`src/rtl/udc_pkg.sv`:
```
package udc_pkg;

  typedef enum logic [2:0] {
    ACT_HOLD  = 3'd0,
    ACT_CLEAR = 3'd1,
    ACT_LOAD  = 3'd2,
    ACT_INC   = 3'd3,
    ACT_DEC   = 3'd4
  } udc_act_e;

  // Index of each control level inside the synchroniser vector.
  localparam int unsigned SIG_UP    = 0;
  localparam int unsigned SIG_DN    = 1;
  localparam int unsigned SIG_LOADN = 2;
  localparam int unsigned SIG_CLR   = 3;
  localparam int unsigned NUM_CTRL  = 4;

endpackage

```
`src/rtl/udc_sync.sv`:
```
module udc_sync #(
  parameter int unsigned N = 4,
  parameter int unsigned STAGES = 2,
  parameter logic [N-1:0] IDLE = '0
) (
  input  logic         clk,
  input  logic         rst,
  input  logic [N-1:0] async_i,
  output logic [N-1:0] sync_o
);

  localparam int unsigned LAST = STAGES - 1;

  // One shift chain per control bit; reset loads the idle level so no edge appears.
  for (genvar b = 0; b < N; b++) begin : g_bit
    logic [STAGES-1:0] chain;
    always_ff @(posedge clk) begin
      if (rst) begin
        chain <= {STAGES{IDLE[b]}};
      end else begin
        chain <= {chain[STAGES-2:0], async_i[b]};
      end
    end
    assign sync_o[b] = chain[LAST];
  end

endmodule

```
`src/rtl/udc_strobe_decode.sv`:
```
module udc_strobe_decode
  import udc_pkg::*;
(
  input  logic     clk,
  input  logic     rst,
  input  logic     up_lvl,
  input  logic     dn_lvl,
  input  logic     load_lvl_n,
  input  logic     clr_lvl,
  output logic     up_seen,
  output logic     dn_seen,
  output logic     up_rise,
  output logic     dn_rise,
  output udc_act_e act
);

  logic up_prev;
  logic dn_prev;

  always_ff @(posedge clk) begin
    if (rst) begin
      up_prev <= 1'b1;
      dn_prev <= 1'b1;
    end else begin
      up_prev <= up_lvl;
      dn_prev <= dn_lvl;
    end
  end

  assign up_rise = up_lvl & ~up_prev;
  assign dn_rise = dn_lvl & ~dn_prev;
  assign up_seen = up_prev;
  assign dn_seen = dn_prev;

  // Priority: clear, then load, then one clean strobe edge.
  always_comb begin
    act = ACT_HOLD;
    if (clr_lvl) begin
      act = ACT_CLEAR;
    end else if (!load_lvl_n) begin
      act = ACT_LOAD;
    end else if (up_rise && dn_lvl && !dn_rise) begin
      act = ACT_INC;
    end else if (dn_rise && up_lvl && !up_rise) begin
      act = ACT_DEC;
    end
  end

  // leaving reset produces no strobe edge
  a_r1_no_false_edge: assert property (@(posedge clk)
    $fell(rst) |-> (!up_rise && !dn_rise) || up_lvl == 1'b1 && dn_lvl == 1'b1);

endmodule

```
`src/rtl/udc_count_core.sv`:
```
module udc_count_core
  import udc_pkg::*;
#(
  parameter int unsigned WIDTH = 4,
  parameter bit DECADE = 1'b1
) (
  input  logic             clk,
  input  logic             rst,
  input  udc_act_e         act,
  input  logic [WIDTH-1:0] data_i,
  input  logic             up_lvl,
  input  logic             dn_lvl,
  output logic [WIDTH-1:0] count_o,
  output logic             carry_n_o,
  output logic             borrow_n_o
);

  localparam logic [WIDTH-1:0] TOP = DECADE ? WIDTH'(9) : {WIDTH{1'b1}};
  localparam logic [WIDTH-1:0] ONE = WIDTH'(1);

  logic [WIDTH-1:0] cnt_q;
  logic [WIDTH-1:0] cnt_d;

  always_comb begin
    unique case (act)
      ACT_CLEAR: cnt_d = '0;
      ACT_LOAD:  cnt_d = data_i;
      ACT_INC:   cnt_d = (cnt_q == TOP) ? '0 : cnt_q + ONE;
      ACT_DEC:   cnt_d = (cnt_q == '0) ? TOP : cnt_q - ONE;
      default:   cnt_d = cnt_q;
    endcase
  end

  // Terminal outputs registered from next count and next delayed strobe level.
  always_ff @(posedge clk) begin
    if (rst) begin
      cnt_q      <= '0;
      carry_n_o  <= 1'b1;
      borrow_n_o <= 1'b1;
    end else begin
      cnt_q      <= cnt_d;
      carry_n_o  <= !((cnt_d == TOP) && !up_lvl);
      borrow_n_o <= !((cnt_d == '0) && !dn_lvl);
    end
  end

  assign count_o = cnt_q;

  // clear zeroes the count
  a_r2_clear_zero: assert property (@(posedge clk) disable iff (rst)
    act == ACT_CLEAR |=> cnt_q == '0);

  // load copies the data word
  a_r3_load_copy: assert property (@(posedge clk) disable iff (rst)
    act == ACT_LOAD |=> cnt_q == $past(data_i));

  // increment with wrap at top
  a_r4_up_step: assert property (@(posedge clk) disable iff (rst)
    act == ACT_INC |=> cnt_q == (($past(cnt_q) == TOP) ? '0 : $past(cnt_q) + ONE));

  // decrement with wrap at zero
  a_r5_down_step: assert property (@(posedge clk) disable iff (rst)
    act == ACT_DEC |=> cnt_q == (($past(cnt_q) == '0) ? TOP : $past(cnt_q) - ONE));

endmodule

```
`src/rtl/updown_dual_strobe_counter.sv`:
```
module updown_dual_strobe_counter
  import udc_pkg::*;
#(
  parameter int unsigned WIDTH = 4,
  parameter bit DECADE = 1'b1
) (
  input  logic             clk,
  input  logic             rst,
  input  logic             up_strobe,
  input  logic             down_strobe,
  input  logic             load_n,
  input  logic             clear,
  input  logic [WIDTH-1:0] data_in,
  output logic [WIDTH-1:0] count,
  output logic             carry_n,
  output logic             borrow_n
);

  localparam logic [WIDTH-1:0] TOP = DECADE ? WIDTH'(9) : {WIDTH{1'b1}};
  localparam logic [NUM_CTRL-1:0] CTRL_IDLE = NUM_CTRL'(4'b0111);

  logic [NUM_CTRL-1:0] ctrl_async;
  logic [NUM_CTRL-1:0] ctrl_sync;
  logic     up_seen;
  logic     dn_seen;
  logic     up_rise;
  logic     dn_rise;
  udc_act_e act;

  always_comb begin
    ctrl_async            = '0;
    ctrl_async[SIG_UP]    = up_strobe;
    ctrl_async[SIG_DN]    = down_strobe;
    ctrl_async[SIG_LOADN] = load_n;
    ctrl_async[SIG_CLR]   = clear;
  end

  udc_sync #(
    .N      (NUM_CTRL),
    .STAGES (2),
    .IDLE   (CTRL_IDLE)
  ) i_sync (
    .clk     (clk),
    .rst     (rst),
    .async_i (ctrl_async),
    .sync_o  (ctrl_sync)
  );

  udc_strobe_decode i_decode (
    .clk        (clk),
    .rst        (rst),
    .up_lvl     (ctrl_sync[SIG_UP]),
    .dn_lvl     (ctrl_sync[SIG_DN]),
    .load_lvl_n (ctrl_sync[SIG_LOADN]),
    .clr_lvl    (ctrl_sync[SIG_CLR]),
    .up_seen    (up_seen),
    .dn_seen    (dn_seen),
    .up_rise    (up_rise),
    .dn_rise    (dn_rise),
    .act        (act)
  );

  udc_count_core #(
    .WIDTH  (WIDTH),
    .DECADE (DECADE)
  ) i_core (
    .clk        (clk),
    .rst        (rst),
    .act        (act),
    .data_i     (data_in),
    .up_lvl     (ctrl_sync[SIG_UP]),
    .dn_lvl     (ctrl_sync[SIG_DN]),
    .count_o    (count),
    .carry_n_o  (carry_n),
    .borrow_n_o (borrow_n)
  );

  // simultaneous rising strobes leave the count alone
  a_r6_both_rise_hold: assert property (@(posedge clk) disable iff (rst)
    (up_rise && dn_rise && ctrl_sync[SIG_LOADN] && !ctrl_sync[SIG_CLR]) |=> $stable(count));

  // a strobe rising while the other is low leaves the count alone
  a_r6_other_low_hold: assert property (@(posedge clk) disable iff (rst)
    ((up_rise && !ctrl_sync[SIG_DN]) || (dn_rise && !ctrl_sync[SIG_UP])) &&
    ctrl_sync[SIG_LOADN] && !ctrl_sync[SIG_CLR] |=> $stable(count));

  // carry window tracks top value and delayed up level
  a_r7_carry_window: assert property (@(posedge clk) disable iff (rst)
    carry_n == !((count == TOP) && !up_seen));

  // borrow window tracks zero and delayed down level
  a_r8_borrow_window: assert property (@(posedge clk) disable iff (rst)
    borrow_n == !((count == '0) && !dn_seen));

endmodule

```
`config.mk`:
```
export PLATFORM = sky130hd
export DESIGN_NAME = updown_dual_strobe_counter
export DESIGN_NICKNAME = d
export VERILOG_FILES = /design/src/rtl/udc_pkg.sv /design/src/rtl/udc_sync.sv /design/src/rtl/udc_strobe_decode.sv /design/src/rtl/udc_count_core.sv /design/src/rtl/updown_dual_strobe_counter.sv
export SDC_FILE = /design/constraint.sdc
export NUM_CORES = 1
export LEC_CHECK = 0
export BUFFER_PORTS_ARGS = -buffer_cell sky130_fd_sc_hd__buf_2
export CORE_UTILIZATION = 43
export CTS_CLUSTER_SIZE = 16
export DETAILED_ROUTE_END_ITERATION = 16
export GPL_TIMING_DRIVEN = 0
export SLEW_MARGIN = 10
export SYNTH_ARGS = -nofsm -noshare
export SYNTH_HDL_FRONTEND = slang
export SYNTH_SLANG_ARGS = --single-unit
```
`constraint.sdc`:
```
create_clock -name clk -period 3.1 [get_ports clk]
set_clock_uncertainty 0.15 [all_clocks]
set_input_delay 0.31 -clock clk [delete_from_list [all_inputs] [get_ports clk]]
set_output_delay 0.31 -clock clk [all_outputs]
set_load 0.01 [all_outputs]
```
==> results of run 1 <==
[cells in the final DEF (no fill, tap or decap), types with 3 or more instances in the layout]
master / synthesis / routed
o211ai_1: 3 / 3
a21oi_1: 3 / 3
clkbuf_4: 0 / 3
nand3_1: 3 / 3
buf_2: 1 / 16
or2_2: 8 / 8
nor2b_1: 6 / 6
ha_1: 3 / 3
inv_1: 6 / 6
nand2_1: 6 / 6
dfxtp_1: 16 / 16
nor2_1: 8 / 8
[flip-flops by register name, summed over array words and instances (netlist names)]
register and count:
i_core.count_o 4, i_decode.dn_seen 1, i_decode.up_seen 1, i_core.carry_n_o 1, i_sync.g_bit.chain 8, i_core.borrow_n_o 1
[final timing paths]
kind / end / depth (start not counted) / from / slack [ns]
worst max register to register: i_core.carry_n_o / 7 / i_core.count_o[1] / 0.68
worst min-delay path: i_sync.g_bit[2].chain[0] / 2 / load_n / 0.07
worst min register to register: i_sync.g_bit[0].chain[1] / 1 / i_sync.g_bit[0].chain[0] / 0.26
worst max-delay path: i_core.carry_n_o / 7 / i_core.count_o[1] / 0.68
[kinds of logic (layout without fill, tap and decap cells)]
kind of cell / after synthesis / in the layout / share of synthesized area, %
AOI/OAI and AO/OA: 17 / 17 / 17.6
xor gates and xnor gates: 1 / 1 / 1.11
adders and majority gates: 3 / 3 / 4.75
buffers and inverters: 8 / 26 / 3.95
DFF: 16 / 16 / 40.5
and+or+nand+nor: 43 / 43 / 32.1
[metal layers]
metal / wire length [um] / vias to the layer above / global-route usage, %
li1: - / 350 / -
met1: 727 / 291 / 21.0
met2: 706 / 10 / 28.2
met3: 36 / 2 / 1.60
met4: 10 / 0 / 8.48
met5: 0 / - / 0
[layout make-up]
class                           instances  area (sq um)
Buffer                                  2          8.76
Clock buffer                            3          22.5
Fill cell                             169           807
Inverter                                6          22.5
Multi-Input combinational cell         64           439
Sequential cell                        16           320
Tap cell                               25          31.3
Timing Repair Buffer                   15          75.1
[worst max-delay path: stages (launching register included)]
cell and delay [ns]:
dfxtp_1 0.36, inv_1 0.12, ha_1 0.23, or3b_1 0.40, a21oi_2 0.15, o221ai_2 0.14
a211oi_2 0.27, or4b_1 0.47
[per-stage QoR]
| step | total power, W | setup slack (ns) | instances | util, % |
|---|---|---|---|---|
| global route | 0.000416 | 0.543 | 131 | 53.3 |
| detailed placement | 0.000297 | 0.727 | 128 | 52.0 |
| finish | 0.000390 | 0.682 | 131 | 53.3 |
| CTS | 0.000397 | 0.694 | 131 | 53.3 |
| floorplan | 0.000276 | 0.889 | 88 | - |
| global placement | 0.000297 | 0.701 | 128 | 52.0 |
[power by group through the flow]
| stage | Combinational (W) | Sequential (W) | Clock (W) |
|---|---|---|---|
| 6_report | 0.0000673 | 0.000224 | 0.0000983 |
| 5_1_grt | 0.0000762 | 0.000226 | 0.000113 |
| 4_1_cts | 0.0000677 | 0.000224 | 0.000105 |
| 3_5_place_dp | 0.0000675 | 0.000229 | 0 |
| 3_3_place_gp | 0.0000674 | 0.000229 | 0 |
| 2_1_floorplan | 0.0000472 | 0.000229 | 0 |
==> flow_summary.ini, run 1 <==
[place]
routabilityCongestion = 0.816
dpl_cell_area_sq_um = 897
dpl.hpwl_um = 1180
io_buffers = 15

[detailed_routing]
wire_per_inst_um = 11.3
vias_per_cell = 4.98
drt-pass1-iter-count = 10
wirelength_um = 1480
ant_nets = 0
drc = 2
drt_iter0_markers = 11
vias = 653

[synth]
synth_area_leaders = dfxtp_1 41%, or2_2 6.3%, ha_1 4.7%
syn_inst = 88
yosysMostFrequentCell = dfxtp_1
synth_flop_cell = dfxtp_1
synth_area_sq_um = 791
synth_seq_area_share_pct = 40.5
syn-mean-instance-area_sq_um = 8.99
synth_edf_count = 0
synthDistinctLibCells = 34
yosys-top-cells-count = 16 x dfxtp_1, 8 x nor2_1, 8 x or2_2
ys_ff_latch = 16
synth_area_leader_cell = dfxtp_1
synth_top_area_share_pct = 40.5
ys_async_sr_fraction_pct = 0
ys_warn_count = 0
syn_nets = 101

[clock_tree]
cts_root_buffer = clkbuf_4
clk-insertion-delay-late_ns = 0.27
cts_sinks = 16
max-clock-path-buffers = 2
cts_max_level = 1
clk_pin_slew_worst_paths_ns = 0.08
postCtsHoldBufs = 0
tritoncts = yes
postCtsSetupRepairBufs = 0
cts_buffers = 3
cts-resized-gates = 0

[power]
p_per_area_mw_per_mm2 = 424
p_comb_share_pct = 17.3
leakage_nw = 0.383
switching_share_pct = 25.1
seq_power_share_pct = 57.5
clock_power_share_pct = 25.2
p_sw_w = 0.0000980
peakVddDrop_mv = 0.305
internal_power_w = 0.000292

[run_status]
status = finished, violations left
violations = design-rule violations

[floorplanning]
initial_core_util_pct = 45.8
die_y_um = 44.9
ios = 16
core_sq_mm = 0.00173
die_x_um = 44.9
fp-row-count = 15
dieArea_sq_mm = 0.00201

[global_routing]
grt_max_degree = 11
antenna_found_initial = 0
grt_pass1_wl_um = 2490
grt_pass1_vias = 620
grtUsageTotal_pct = 16.6
grt_overflow = 0

[cells_and_area]
final_area_sq_um = 920
drive_gt1_share_pct = 30.2
area.growth.synth_to_final_pct = 16.3
nNetsFinal = 121
antenna_cells = 0

[sta]
hold_violations = 0
fin_hold_ws_ns = 0.0669
max_freq_mhz = 414
post-route-period-util_pct = 78.0
period_needed_ns = 2.42
relSlewSlack_pct = 70.4
worst_pin_slew_ns = 0.438
slew_viol_final = 0
rsz0062_at_grt = no
setup_violations = 0
final.setup.tns_ns = 0

[worst_setup_path]
end_kind = flip-flop
setup.worst_path.start_class = flip-flop
cp.required_ns = 3.09
critPathArrivalTime_ns = 2.41
critPathMaxFanout = 6
critical_path_class = reg -> reg

[job]
maxCapViolations = 0

[hold_path]
hp-class = in -> reg
(Power assumes the default switching activity.)
==> run 2: changes to the inputs <==
Settings changed: ABC_AREA from default to 1, CORE_ASPECT_RATIO from default to 1.5, PLACE_DENSITY from default to 0.66.
Clock period 3.1 ns to 2.1 ns, I/O delays scaled along.
==> run 2 against run 1 <==
The run now ends clean. Utilization increased by 1.4 points. First-iteration DRC count is 82% higher. Sequential share of layout area shrank 5.4 points. Combinational power is 77% higher. Fmax is 35% higher. Sequential cell count unchanged. Final area grew 19%. Synthesized cell count increased by 55%. Register-to-register slack got worse by 0.38 ns. Sequential power up 47%. Global-route usage up 2.0 points. Non-clock buffer count increased by 4. Critical endpoint unchanged. Largest power group unchanged. Highest routed layer unchanged.
==> flow_summary.ini, run 2 <==
[clock_tree]
cts_sinks = 16
tritoncts = yes
max-clock-path-buffers = 2
clk_pin_slew_worst_paths_ns = 0.09
clk-insertion-delay-late_ns = 0.28
cts_root_buffer = clkbuf_4
cts_max_level = 1
cts_buffers = 3
postCtsSetupRepairBufs = 0

[cells_and_area]
fill_cells = 199
largest_reg_flops = 8
drive_gt1_share_pct = 28.3
regArea_sq_um = 322
final_common_cell = nand2_1
multiInputGateArea_sq_um = 499
regMostFlops = i_sync.g_bit.chain
antenna_cells = 0
area.growth.synth_to_final_pct = 19.7
nNetsFinal = 173
final_cell_mix = 40 x nand2_1, 18 x nor2_1, 15 x dfxtp_1, 15 x buf_2, 13 x inv_1

[detailed_routing]
ant_nets = 0
drt-pass1-iter-count = 4
met3_length_um = 72
vias_per_cell = 4.87
drc = 0
drt_iter0_markers = 20
wl_met1_um = 740
wire_per_inst_um = 9.98
wl_met2_um = 923
wirelength_um = 1810
vias = 881
top_layer = met4

[synth]
yosysMostFrequentCell = nand2_1
syn_inst = 136
synth_area_leader_cell = dfxtp_1
ys_warn_count = 0
synth_seq_area_share_pct = 35.1
synth_flop_cell = dfxtp_1
synth_area_sq_um = 913
synth_area_leaders = dfxtp_1 35%, nand2_1 16%, nor2_1 7.4%
synthDistinctLibCells = 20
synth_top_area_share_pct = 35.1
ys_async_sr_fraction_pct = 0
yosys-top-cells-count = 40 x nand2_1, 18 x nor2_1, 16 x dfxtp_1
syn_nets = 149
synth_edf_count = 0
ys_ff_latch = 16
syn-mean-instance-area_sq_um = 6.72

[floorplanning]
initial_core_util_pct = 45.6
fp-row-count = 20
ios = 16
die_x_um = 39.6
dieArea_sq_mm = 0.00232
core_sq_mm = 0.00200
die_y_um = 58.4

[sta]
slew_viol_final = 0
hold_violations = 0
max_freq_mhz = 557
rsz0062_at_grt = no
fin_hold_ws_ns = 0.0253
setup_violations = 0
post-route-period-util_pct = 85.5
final.setup.tns_ns = 0
period_needed_ns = 1.79
relSlewSlack_pct = 73.9
worst_pin_slew_ns = 0.392

[worst_setup_path]
ff2ff_path_depth = 10
cp.required_ns = 2.13
setup.worst_path.start_class = flip-flop
critical_path_class = reg -> reg
end_kind = flip-flop
critPathMaxFanout = 7
critPathArrivalTime_ns = 1.83

[power]
leakage_nw = 0.570
total_power_w = 0.000644
p_per_area_mw_per_mm2 = 589
peakVddDrop_mv = 0.574

[global_routing]
antenna_found_initial = 0
grt_pass1_wl_um = 3090
grtUsageTotal_pct = 18.7
grt_overflow = 0
grt_pass1_vias = 816
grt_max_degree = 11

[place]
io_buffers = 15
routabilityCongestion = 0.871
dpl.hpwl_um = 1430

[job]
maxCapViolations = 0

[hold_path]
holdPathStages = 2
hp-class = in -> reg

[run_status]
status = finished, final reports clean
-- run 2: cell count changes in the layout (fill, tap and decap cells not counted), sizes merged, moves of 6 or more --
cell	delta
inv	+12
nand2	+36
nand3	+12
nor2	+16
nor2b	-6
-- run 2: through the flow --
| stage | util [%] | setup slack, ns | std cells | instance area [sq um] |
|---|---|---|---|---|
| global placement | 50.7 | 0.264 | 173 | 1020 |
| floorplan | - | 0.427 | 136 | 913 |
| global route | 54.6 | 0.119 | 181 | 1090 |
| finish | 54.6 | 0.305 | 181 | 1090 |
| detailed placement | 50.7 | 0.225 | 173 | 1020 |
| CTS | 54.6 | 0.213 | 181 | 1090 |
-- run 2: what timing repair did --
item / in CTS / in global routing
setup endpoints to repair: 0 / 2
hold buffers: 4 / 0
gates resized for setup: 0 / 1
endpoints found under the hold margin: 4 / 0
-- run 2: layout make-up --
type	instances	area share, %
Sequential cell	16	29.4
Tap cell	22	2.52
Inverter	19	7.21
Multi-Input combinational cell	99	45.7
Timing Repair Buffer	19	10.5
Clock buffer	4	3.32
Buffer	2	1.37
-- run 2: metal layers --
metal,global-route usage [%],vias to the layer above
met3,1.51,8
met1,20.0,381
met5,0,-
met4,11.8,0
li1,-,467
met2,32.8,25
-- run 2: kinds of logic (layout without fill, tap and decap cells) --
kind of cell	Yosys count	after routing	share of synthesized area [%]
flip-flops	16	16	35.1
AND/OR/NAND/NOR	93	93	48.4
adder cells (fa/ha/maj)	3	3	4.11
AO/OA/AOI/OAI	3	3	2.19
buffers and inverters	21	44	10.3
-- run 2: report_power, final --
part,internal [W],leakage (nW),switching [W],total [W]
Sequential,0.000317,0.132,0.0000127,0.000330
Combinational,0.0000512,0.417,0.0000675,0.000119
Clock,0.000105,0.0210,0.0000906,0.000196
-- run 2: final timing paths --
check	to	slack [ns]	from
min	i_sync.g_bit[1].chain[1]	0.03	rst
min reg2reg	i_sync.g_bit[3].chain[1]	0.27	i_sync.g_bit[3].chain[0]
max reg2reg	i_core.carry_n_o	0.31	i_core.count_o[1]
max	i_core.carry_n_o	0.31	i_core.count_o[1]
-- run 2: critical path, cell delays in order, from the launching register on --
cell     delay (ns)
dfxtp_1        0.47
inv_1          0.10
ha_1           0.25
inv_1          0.11
nand2_1        0.06
nand2_1        0.06
nor2_1         0.04
nor2_1         0.15
nand4_1        0.14
nor2_1         0.12
nand2_1        0.06
==> run 3: changes to the inputs <==
Settings changed: PLACE_DENSITY 0.66 to default.
Clock period 2.1 ns to 2 ns, I/O delays scaled along.
==> run 3 against run 2 <==
Non-clock buffer count did not move. Via count fell by 1.0%. Global-route usage rose by 0.63 points. Setup slack got worse by 0.052 ns. Sequential share of layout area rose by 0.081 points. First-iteration DRC count fell by 5.0%.
==> flow_summary.ini, run 3 (synthesis results as in run 2) <==
[run_status]
status = finished, final reports clean

[sta]
worst_pin_slew_ns = 0.386
hold_violations = 0
period_needed_ns = 1.75
final.setup.tns_ns = 0
max_freq_mhz = 573
setup_violations = 0
rsz0062_at_grt = no
relSlewSlack_pct = 74.3
slew_viol_final = 0
post-route-period-util_pct = 87.3
fin_hold_ws_ns = 0.00767

[place]
dpl.hpwl_um = 1470
io_buffers = 15
dpl_cell_area_sq_mm = 0.00102
routabilityCongestion = 0.818

[global_routing]
antenna_found_initial = 0
grt_pass1_vias = 791
grtUsageTotal_pct = 19.3
grt_pass1_wl_um = 3150
grt_overflow = 0
grt_max_degree = 11

[detailed_routing]
drt_iter0_markers = 19
wirelength_um = 1830
vias_per_cell = 4.82
ant_nets = 0
wire_per_inst_um = 10.1
drc = 0
drt-pass1-iter-count = 4
vias = 872

[clock_tree]
clk-insertion-delay-late_ns = 0.28
cts_sinks = 16
cts_max_level = 1
cts_buffers = 3
max-clock-path-buffers = 2
postCtsSetupRepairBufs = 0
tritoncts = yes
clk_pin_slew_worst_paths_ns = 0.09
cts_root_buffer = clkbuf_4

[floorplanning]
dieArea_sq_mm = 0.00232
core_sq_mm = 0.00200
ios = 16
die_x_um = 39.6
initial_core_util_pct = 45.6
fp-row-count = 20
die_y_um = 58.4

[job]
maxCapViolations = 0

[worst_setup_path]
end_kind = flip-flop
critPathMaxFanout = 8
timing.rr.start = i_core.count_o[0]
path_cells = inv_1 -> ha_1 -> inv_1 -> nand2_1 -> nand2_1 -> nor2_1 -> nor2_2 -> nand3_1 -> nor2_1 -> nand3_1
critical_path_class = reg -> reg
crit_path_start = i_core.count_o[0]
cp_num_buf_inv = 2
critPathArrivalTime_ns = 1.76
setup.worst_path.start_class = flip-flop
slowest_delay_ns = 0.41
critPathSlowestCell = dfxtp_2
cp.required_ns = 2.01
cp_top_family = simple AND/OR/NAND/NOR gates

[cells_and_area]
final_area_sq_mm = 0.00109
regMostFlops = i_sync.g_bit.chain
area.growth.synth_to_final_pct = 19.9
largest_reg_flops = 8
final_common_cell = nand2_1
drive_gt1_share_pct = 28.9
multiInputGateArea_sq_um = 499
nNetsFinal = 173
regArea_sq_um = 323
antenna_cells = 0
fill_cells = 201
final_cell_mix = 40 x nand2_1, 18 x nor2_1, 15 x buf_2

[power]
leakage_nw = 0.570
peakVddDrop_mv = 0.387
p_per_area_mw_per_mm2 = 618

[hold_path]
hp-class = in -> reg
min-delay-start = rst
[run 3: metal layers]
| metal | vias to the layer above | global-route usage (%) | share of wire [%] |
|---|---|---|---|
| li1 | 466 | - | - |
| met1 | 382 | 21.3 | 41 |
| met2 | 22 | 35.1 | 55 |
| met3 | 2 | 1.13 | 2.8 |
| met4 | 0 | 8.87 | 0.93 |
| met5 | - | 0 | 0 |
[run 3: path summary, 6_finish.rpt]
check                              to  slack, ns  depth (start not counted)
max                 i_core.borrow_n_o       0.25                         10
min          i_sync.g_bit[2].chain[1]      0.008                          2
max reg2reg         i_core.borrow_n_o       0.25                         10
min reg2reg  i_sync.g_bit[3].chain[1]       0.27                          2
[run 3: area by class of cell]
type | count | area share [%]
Timing Repair Buffer | 19 | 10.5
Tap cell | 22 | 2.51
Inverter | 19 | 7.20
Sequential cell | 16 | 29.5
Clock buffer | 4 | 3.31
Multi-Input combinational cell | 99 | 45.6
Buffer | 2 | 1.37
[run 3: report_power, final]
group	internal, W	total, W	switching [W]	leakage (nW)
Clock	0.000111	0.000205	0.0000947	0.0210
Sequential	0.000333	0.000346	0.0000132	0.133
Combinational	0.0000537	0.000126	0.0000718	0.417
Total	0.000497	0.000677	0.000180	0.570
[run 3: worst reg2reg max path, cell delays in order (launching register included)]
cell     delay [ns]
dfxtp_2        0.41
inv_1          0.11
ha_1           0.27
inv_1          0.10
nand2_1        0.06
nand2_1        0.06
nor2_1         0.05
nor2_2         0.12
nand3_1        0.10
nor2_1         0.12
nand3_1        0.08
[run 3: metrics by stage]
step,worst slack (ns),std cells,total power [W],util [%]
final,0.253,181,0.000677,54.7
after global routing,0.0202,181,0.000716,54.7
after CTS,0.115,181,0.000683,54.6
after detailed placement,0.128,173,0.000473,50.7
after global placement,0.158,173,0.000470,50.7
after floorplan,0.327,136,0.000439,-
[run 3: what timing repair did]
item | 4_1_cts | 5_1_grt
hold buffers | 4 | 0
resized for setup | 0 | 2
endpoints found under the hold margin | 4 | 0
setup endpoints to repair | 0 | 2
